==> src/rtl/pwm_pkg.sv <==
package pwm_pkg;

   typedef enum logic [1:0] {
      SEL_CMP  = 2'd0,
      SEL_CTRL = 2'd1,
      SEL_FLAG = 2'd2,
      SEL_CNT  = 2'd3
   } reg_sel_e;

   typedef struct packed {
      logic       cmp_ie;
      logic       ovf_ie;
      logic       dual;
      logic [1:0] pin_mode;
   } ctrl_t;

   localparam int CTRL_W   = $bits(ctrl_t);
   localparam int FLAG_OVF = 0;
   localparam int FLAG_CMP = 1;
   localparam int NFLAG    = 2;

endpackage

==> src/rtl/pwm_counter.sv <==
module pwm_counter #(
   parameter int W = 8
) (
   input  logic         clk,
   input  logic         rst,
   input  logic         tick,
   input  logic         dual,
   output logic [W-1:0] cnt,
   output logic         up_step,
   output logic         at_top,
   output logic         at_bot
);
   localparam logic [W-1:0] TOP = '1;

   logic dir_dn;

   assign at_top  = (cnt == TOP);
   assign at_bot  = (cnt == '0);
   assign up_step = dual ? ((!dir_dn && !at_top) || (dir_dn && at_bot)) : 1'b1;

   always_ff @(posedge clk) begin
      if (rst) begin
         cnt    <= '0;
         dir_dn <= 1'b0;
      end else if (tick) begin
         if (up_step) begin
            cnt    <= cnt + 1'b1;
            dir_dn <= 1'b0;
         end else begin
            cnt    <= cnt - 1'b1;
            dir_dn <= 1'b1;
         end
      end
   end

   AST_COUNT_FROZEN: assert property (@(posedge clk) disable iff (rst)
      !tick |=> $stable(cnt));
   AST_DUAL_UNIT_STEP: assert property (@(posedge clk) disable iff (rst)
      (tick && dual) |=> ((cnt == W'($past(cnt) + 1'b1)) || (cnt == W'($past(cnt) - 1'b1))));

endmodule

==> src/rtl/pwm_cmp_buf.sv <==
module pwm_cmp_buf #(
   parameter int W = 8
) (
   input  logic         clk,
   input  logic         rst,
   input  logic         wr,
   input  logic [W-1:0] wdata,
   input  logic         latch,
   output logic [W-1:0] hold,
   output logic [W-1:0] act
);

   always_ff @(posedge clk) begin
      if (rst) begin
         hold <= '0;
         act  <= '0;
      end else begin
         if (wr)    hold <= wdata;
         if (latch) act  <= hold;
      end
   end

   AST_ACTIVE_ONLY_AT_TOP: assert property (@(posedge clk) disable iff (rst)
      !latch |=> $stable(act));

endmodule

==> src/rtl/pwm_wave.sv <==
module pwm_wave (
   input  logic       clk,
   input  logic       rst,
   input  logic       tick,
   input  logic       dual,
   input  logic [1:0] pin_mode,
   input  logic       match,
   input  logic       up_step,
   input  logic       at_top,
   output logic       pwm
);

   always_ff @(posedge clk) begin
      if (rst) begin
         pwm <= 1'b0;
      end else if (!pin_mode[1]) begin
         pwm <= 1'b0;
      end else if (tick) begin
         if (dual) begin
            if (match) pwm <= up_step ? pin_mode[0] : ~pin_mode[0];
         end else begin
            if (at_top)     pwm <= ~pin_mode[0];
            else if (match) pwm <= pin_mode[0];
         end
      end
   end

   AST_PIN_OFF: assert property (@(posedge clk) disable iff (rst)
      !pin_mode[1] |=> !pwm);
   AST_PIN_WAITS_TICK: assert property (@(posedge clk) disable iff (rst)
      (pin_mode[1] && !tick) |=> $stable(pwm));

endmodule

==> src/rtl/pwm_flags.sv <==
module pwm_flags #(
   parameter int NF = 2
) (
   input  logic          clk,
   input  logic          rst,
   input  logic [NF-1:0] set,
   input  logic          clr_wr,
   input  logic [NF-1:0] clr_mask,
   output logic [NF-1:0] flag
);

   for (genvar gi = 0; gi < NF; gi++) begin : g_flag
      always_ff @(posedge clk) begin
         if (rst)                              flag[gi] <= 1'b0;
         else if (set[gi])                     flag[gi] <= 1'b1;
         else if (clr_wr && clr_mask[gi])      flag[gi] <= 1'b0;
      end

      AST_FLAG_STICKY: assert property (@(posedge clk) disable iff (rst)
         (flag[gi] && !(clr_wr && clr_mask[gi])) |=> flag[gi]);
      AST_FLAG_SET_WINS: assert property (@(posedge clk) disable iff (rst)
         set[gi] |=> flag[gi]);
   end

endmodule

==> src/rtl/dbl_pwm_timer.sv <==
module dbl_pwm_timer #(
   parameter int W = 8
) (
   input  logic         clk,
   input  logic         rst,
   input  logic         tick,
   input  logic         gie,
   input  logic         wr_en,
   input  logic [1:0]   wr_addr,
   input  logic [W-1:0] wr_data,
   input  logic [1:0]   rd_addr,
   output logic [W-1:0] rd_data,
   output logic         pwm_out,
   output logic         irq_ovf,
   output logic         irq_cmp
);
   import pwm_pkg::*;

   if (W < CTRL_W) begin : g_bad_width
      $error("dbl_pwm_timer: W must hold the control field");
   end

   ctrl_t            ctrl;
   logic [W-1:0]     cnt, hold, act;
   logic             up_step, at_top, at_bot, match, latch;
   logic [NFLAG-1:0] flags, flag_set;
   logic             wr_cmp, wr_ctrl, wr_flag;

   assign wr_cmp  = wr_en && (reg_sel_e'(wr_addr) == SEL_CMP);
   assign wr_ctrl = wr_en && (reg_sel_e'(wr_addr) == SEL_CTRL);
   assign wr_flag = wr_en && (reg_sel_e'(wr_addr) == SEL_FLAG);

   always_ff @(posedge clk) begin
      if (rst)          ctrl <= '0;
      else if (wr_ctrl) ctrl <= ctrl_t'(wr_data[CTRL_W-1:0]);
   end

   pwm_counter #(.W(W)) u_cnt (
      .clk(clk), .rst(rst), .tick(tick), .dual(ctrl.dual),
      .cnt(cnt), .up_step(up_step), .at_top(at_top), .at_bot(at_bot)
   );

   assign latch = tick && at_top;
   assign match = (cnt == act);

   pwm_cmp_buf #(.W(W)) u_buf (
      .clk(clk), .rst(rst), .wr(wr_cmp), .wdata(wr_data),
      .latch(latch), .hold(hold), .act(act)
   );

   pwm_wave u_wave (
      .clk(clk), .rst(rst), .tick(tick), .dual(ctrl.dual),
      .pin_mode(ctrl.pin_mode), .match(match), .up_step(up_step),
      .at_top(at_top), .pwm(pwm_out)
   );

   assign flag_set[FLAG_OVF] = tick && (ctrl.dual ? at_bot : at_top);
   assign flag_set[FLAG_CMP] = tick && match;

   pwm_flags #(.NF(NFLAG)) u_flags (
      .clk(clk), .rst(rst), .set(flag_set), .clr_wr(wr_flag),
      .clr_mask(wr_data[NFLAG-1:0]), .flag(flags)
   );

   assign irq_ovf = flags[FLAG_OVF] && ctrl.ovf_ie && gie;
   assign irq_cmp = flags[FLAG_CMP] && ctrl.cmp_ie && gie;

   always_comb begin
      case (reg_sel_e'(rd_addr))
         SEL_CMP:  rd_data = hold;
         SEL_CTRL: rd_data = W'(ctrl);
         SEL_FLAG: rd_data = W'(flags);
         default:  rd_data = cnt;
      endcase
   end

   AST_FLAG_NEEDS_TICK: assert property (@(posedge clk) disable iff (rst)
      $rose(flags[FLAG_OVF]) |-> $past(tick));

endmodule

==> config.mk <==
export PLATFORM = sky130hd
export DESIGN_NAME = dbl_pwm_timer
export DESIGN_NICKNAME = d
export VERILOG_FILES = /design/src/rtl/pwm_pkg.sv /design/src/rtl/pwm_counter.sv /design/src/rtl/pwm_cmp_buf.sv /design/src/rtl/pwm_wave.sv /design/src/rtl/pwm_flags.sv /design/src/rtl/dbl_pwm_timer.sv
export SDC_FILE = /design/constraint.sdc
export NUM_CORES = 1
export LEC_CHECK = 0
export BUFFER_PORTS_ARGS = -buffer_cell sky130_fd_sc_hd__buf_4
export CORE_MARGIN = 2
export CORE_UTILIZATION = 30
export DETAILED_ROUTE_END_ITERATION = 7
export SKIP_CTS_REPAIR_TIMING = 1
export SYNTH_ARGS = -nofsm -noshare
export SYNTH_HDL_FRONTEND = slang
export SYNTH_HIERARCHICAL = 1
export SYNTH_SLANG_ARGS = --single-unit
export TNS_END_PERCENT = 1
==> constraint.sdc <==
create_clock -name clk -period 4.7 [get_ports clk]
set_input_delay 0.705 -clock clk [delete_from_list [all_inputs] [get_ports clk]]
set_output_delay 0.705 -clock clk [all_outputs]
set_load 0.005 [all_outputs]
==> reports/qor.txt <==
clock buffer count from CTS: 5
share of the synthesized area in the top cell type: 0.344
Max VDD drop: 0.278 mV
final slew viol count: 0
num rows: 29
initial antenna violation count: 0
final setup vio count: 0
area leader, netlist: dfxtp_1
Netlist cell types: 48
synth warn: 6
fmax: 330 MHz
diode count: 0
Critical Path RT: 4.91 ns
crit path launch: u_cnt/cnt[1]
mapped cell area: 0.00192 sq mm
fin crit period: 3.03 ns
Ports: 28
Area Overhead vs Synth: 16.1%
Final WS setup: 1.67 ns
worst reg-to-reg path cell count: 12
dpl ws: 1.69 ns
placed inst area: 0.00215 sq mm
Syn Area/Cell: 9.66 sq um
core area: 0.00628 sq mm
reg2reg setup slack: 1.67 ns
DR pass1 iterations: 4
Hold Path Class: reg2reg
fin crit share: 0.644
gr usage total: 0.124
Avg WL per Cell: 14.2 microns
EDFF count, synth: 0
top cells by area, synth: dfxtp_1 (34%), mux2i_1 (16%), nor2_1 (7.0%), xnor2_1 (5.5%), ha_1 (3.9%)
CTS tree: done
die width: 84.0 microns
Synth Instances: 199
first-pass GRT wire length: 7020 microns
Setup crit end: u_cnt/cnt[7]
Worst Skew: 0.00747 ns
clk_lat worst skew: 0.28 ns
clk sinks: 33
Max-Cap Viols: 0
DR iter-0 viols: 70
critical path type: reg2reg
Fin Setup TNS: 0 ns
nets@finish: 249
Die Y: 84.0 microns
total gr overflow: 0
status: completed
clock root cell: clkbuf_8
Die Area: 0.00706 sq mm
Rel. slew slack: 0.358
vias in the first global route: 1,411
routability cong.: 0.862
vias: 1,459
Initial Util: 0.306
final hold violations: 0
power density cells: 253 mW/mm^2
Critical R2R Launch: u_cnt/cnt[1]
Startpoint Class: flip-flop
Pleak: 0.946 nW
RSZ-0062 raised after global routing: no
Net Count, Synth: 223
hpwl dp: 3140 microns
PnR Total Power: 0.565 mW
Max H-tree Level: 2
Async S/R FF share, synth: 0
CTS Buffer Depth: 2
layout cell share with drive strength beyond 1: 0.230
Post-synth top flop: dfxtp_1
Worst setup EP type: flip-flop
flops & latches, synth: 33
CTS clk-pin slew, worst paths: 0.07 ns
DRC: 0
Final Instance Area: 0.00223 sq mm
sequential share of the synthesized area: 0.344
post-route ant nets: 0
PortBufs: 27
reg2reg end: u_cnt/cnt[7]
Worst Path Arrival: 3.23 ns
Routed WL: 4310 microns
Worst-Margin Slew: 0.959 ns
Avg Vias per Cell: 4.82
largest net degree at the start of global routing: 37
crit-path max FO: 8
[layer usage]
| metal | track usage | share of wire | up-vias |
|---|---|---|---|
| li1 | - | - | 743 |
| met1 | 0.168 | 0.50 | 690 |
| met2 | 0.198 | 0.46 | 21 |
| met3 | 0.0287 | 0.026 | 5 |
| met4 | 0.0352 | 0.011 | 0 |
| met5 | 0 | 0 | - |
[layout make-up]
type                            count  area [sq um]
Timing Repair Buffer               27           203
Multi-Input combinational cell    147          1140
Fill cell                         652          4050
Inverter                           11          43.8
Tap cell                           77          96.3
Sequential cell                    33           661
Clock buffer                        6          72.6
Clock inverter                      2          10.0
[synthesized netlist by cell type, types with 2 or more instances]
library cell  count
xnor2_1          12
o21ai_1           2
a21oi_1           2
nor2b_1           2
nand2_1           5
nor3b_1           2
and3_1            2
nand4_1           5
o21ai_0           4
ha_1              6
buf_6             6
a22o_1            3
mux4_2            2
a21o_1            2
inv_1            10
mux2i_1          30
or4_4             2
a311oi_1          2
nand2b_1          3
nor2_1           36
a21oi_2           2
dfxtp_1          33
[flip-flops by register name, summed over array words and instances (netlist names)]
name          cells
ctrl              5
u_cnt/dir_dn      1
u_flags/flag      2
u_wave/pwm        1
u_buf/hold        8
u_buf/act         8
u_cnt/cnt         8
[where the power goes]
part	total [mW]	switching, mW	internal (mW)
combinational	0.0658	0.0323	0.0335
clock	0.204	0.101	0.103
sequential	0.296	0.00924	0.287
total	0.565	0.143	0.423
[how the worst min path moves through the flow]
stage	start	to	slack (ns)	cells past startpoint
final	ctrl[1]	u_wave/pwm	0.51	1
after global routing	ctrl[1]	u_wave/pwm	0.55	1
after CTS	ctrl[1]	u_wave/pwm	0.52	1
after detailed placement	ctrl[1]	u_wave/pwm	0.50	1
after global placement	ctrl[1]	u_wave/pwm	0.49	1
after floorplan	ctrl[1]	u_wave/pwm	0.46	1
[layout by cell type (no fill, tap or decap), types with 2 or more instances in the layout]
cell type and n:
a21o_1 2, o21ai_0 4, a22o_1 3, clkbuf_8 5, buf_4 27, and3_1 2, a21oi_2 2, nand4_1 5
nor2b_1 2, mux2i_1 30, ha_1 6, clkinv_2 2, xnor2_1 12, nand2_1 5, a21oi_1 2, inv_1 10
nor2_1 36, or4_4 2, nand2b_1 3, o21ai_1 2, dfxtp_1 33, mux4_2 2, a311oi_1 2
[stage by stage]
stage	hold WS, ns	cells	utilization
3_3_place_gp	0.493	295	0.342
5_1_grt	0.546	303	0.355
3_5_place_dp	0.497	295	0.342
6_report	0.513	303	0.355
2_1_floorplan	0.459	199	-
4_1_cts	0.517	303	0.355
[critical path, cell delays in order (launching register included)]
cell     delay, ns
dfxtp_1       0.39
or4_4         0.57
nor2_4        0.13
nor2_2        0.05
a21oi_4       0.17
inv_4         0.10
ha_1          0.34
a21o_1        0.21
a31o_2        0.24
a21oi_1       0.33
xnor2_4       0.10
a21o_2        0.22
a21oi_2       0.11
[cells by family (layout without fill, tap and decap cells)]
kind of cell	after synthesis	in the layout	synth area share
fa+ha+maj	7	7	0.0495
buf+inv	19	46	0.0631
mux	32	32	0.180
simple gates	68	68	0.186
flops	33	33	0.344
xor+xnor	14	14	0.0736
compound gates	26	26	0.105
(Power assumes the default switching activity.)
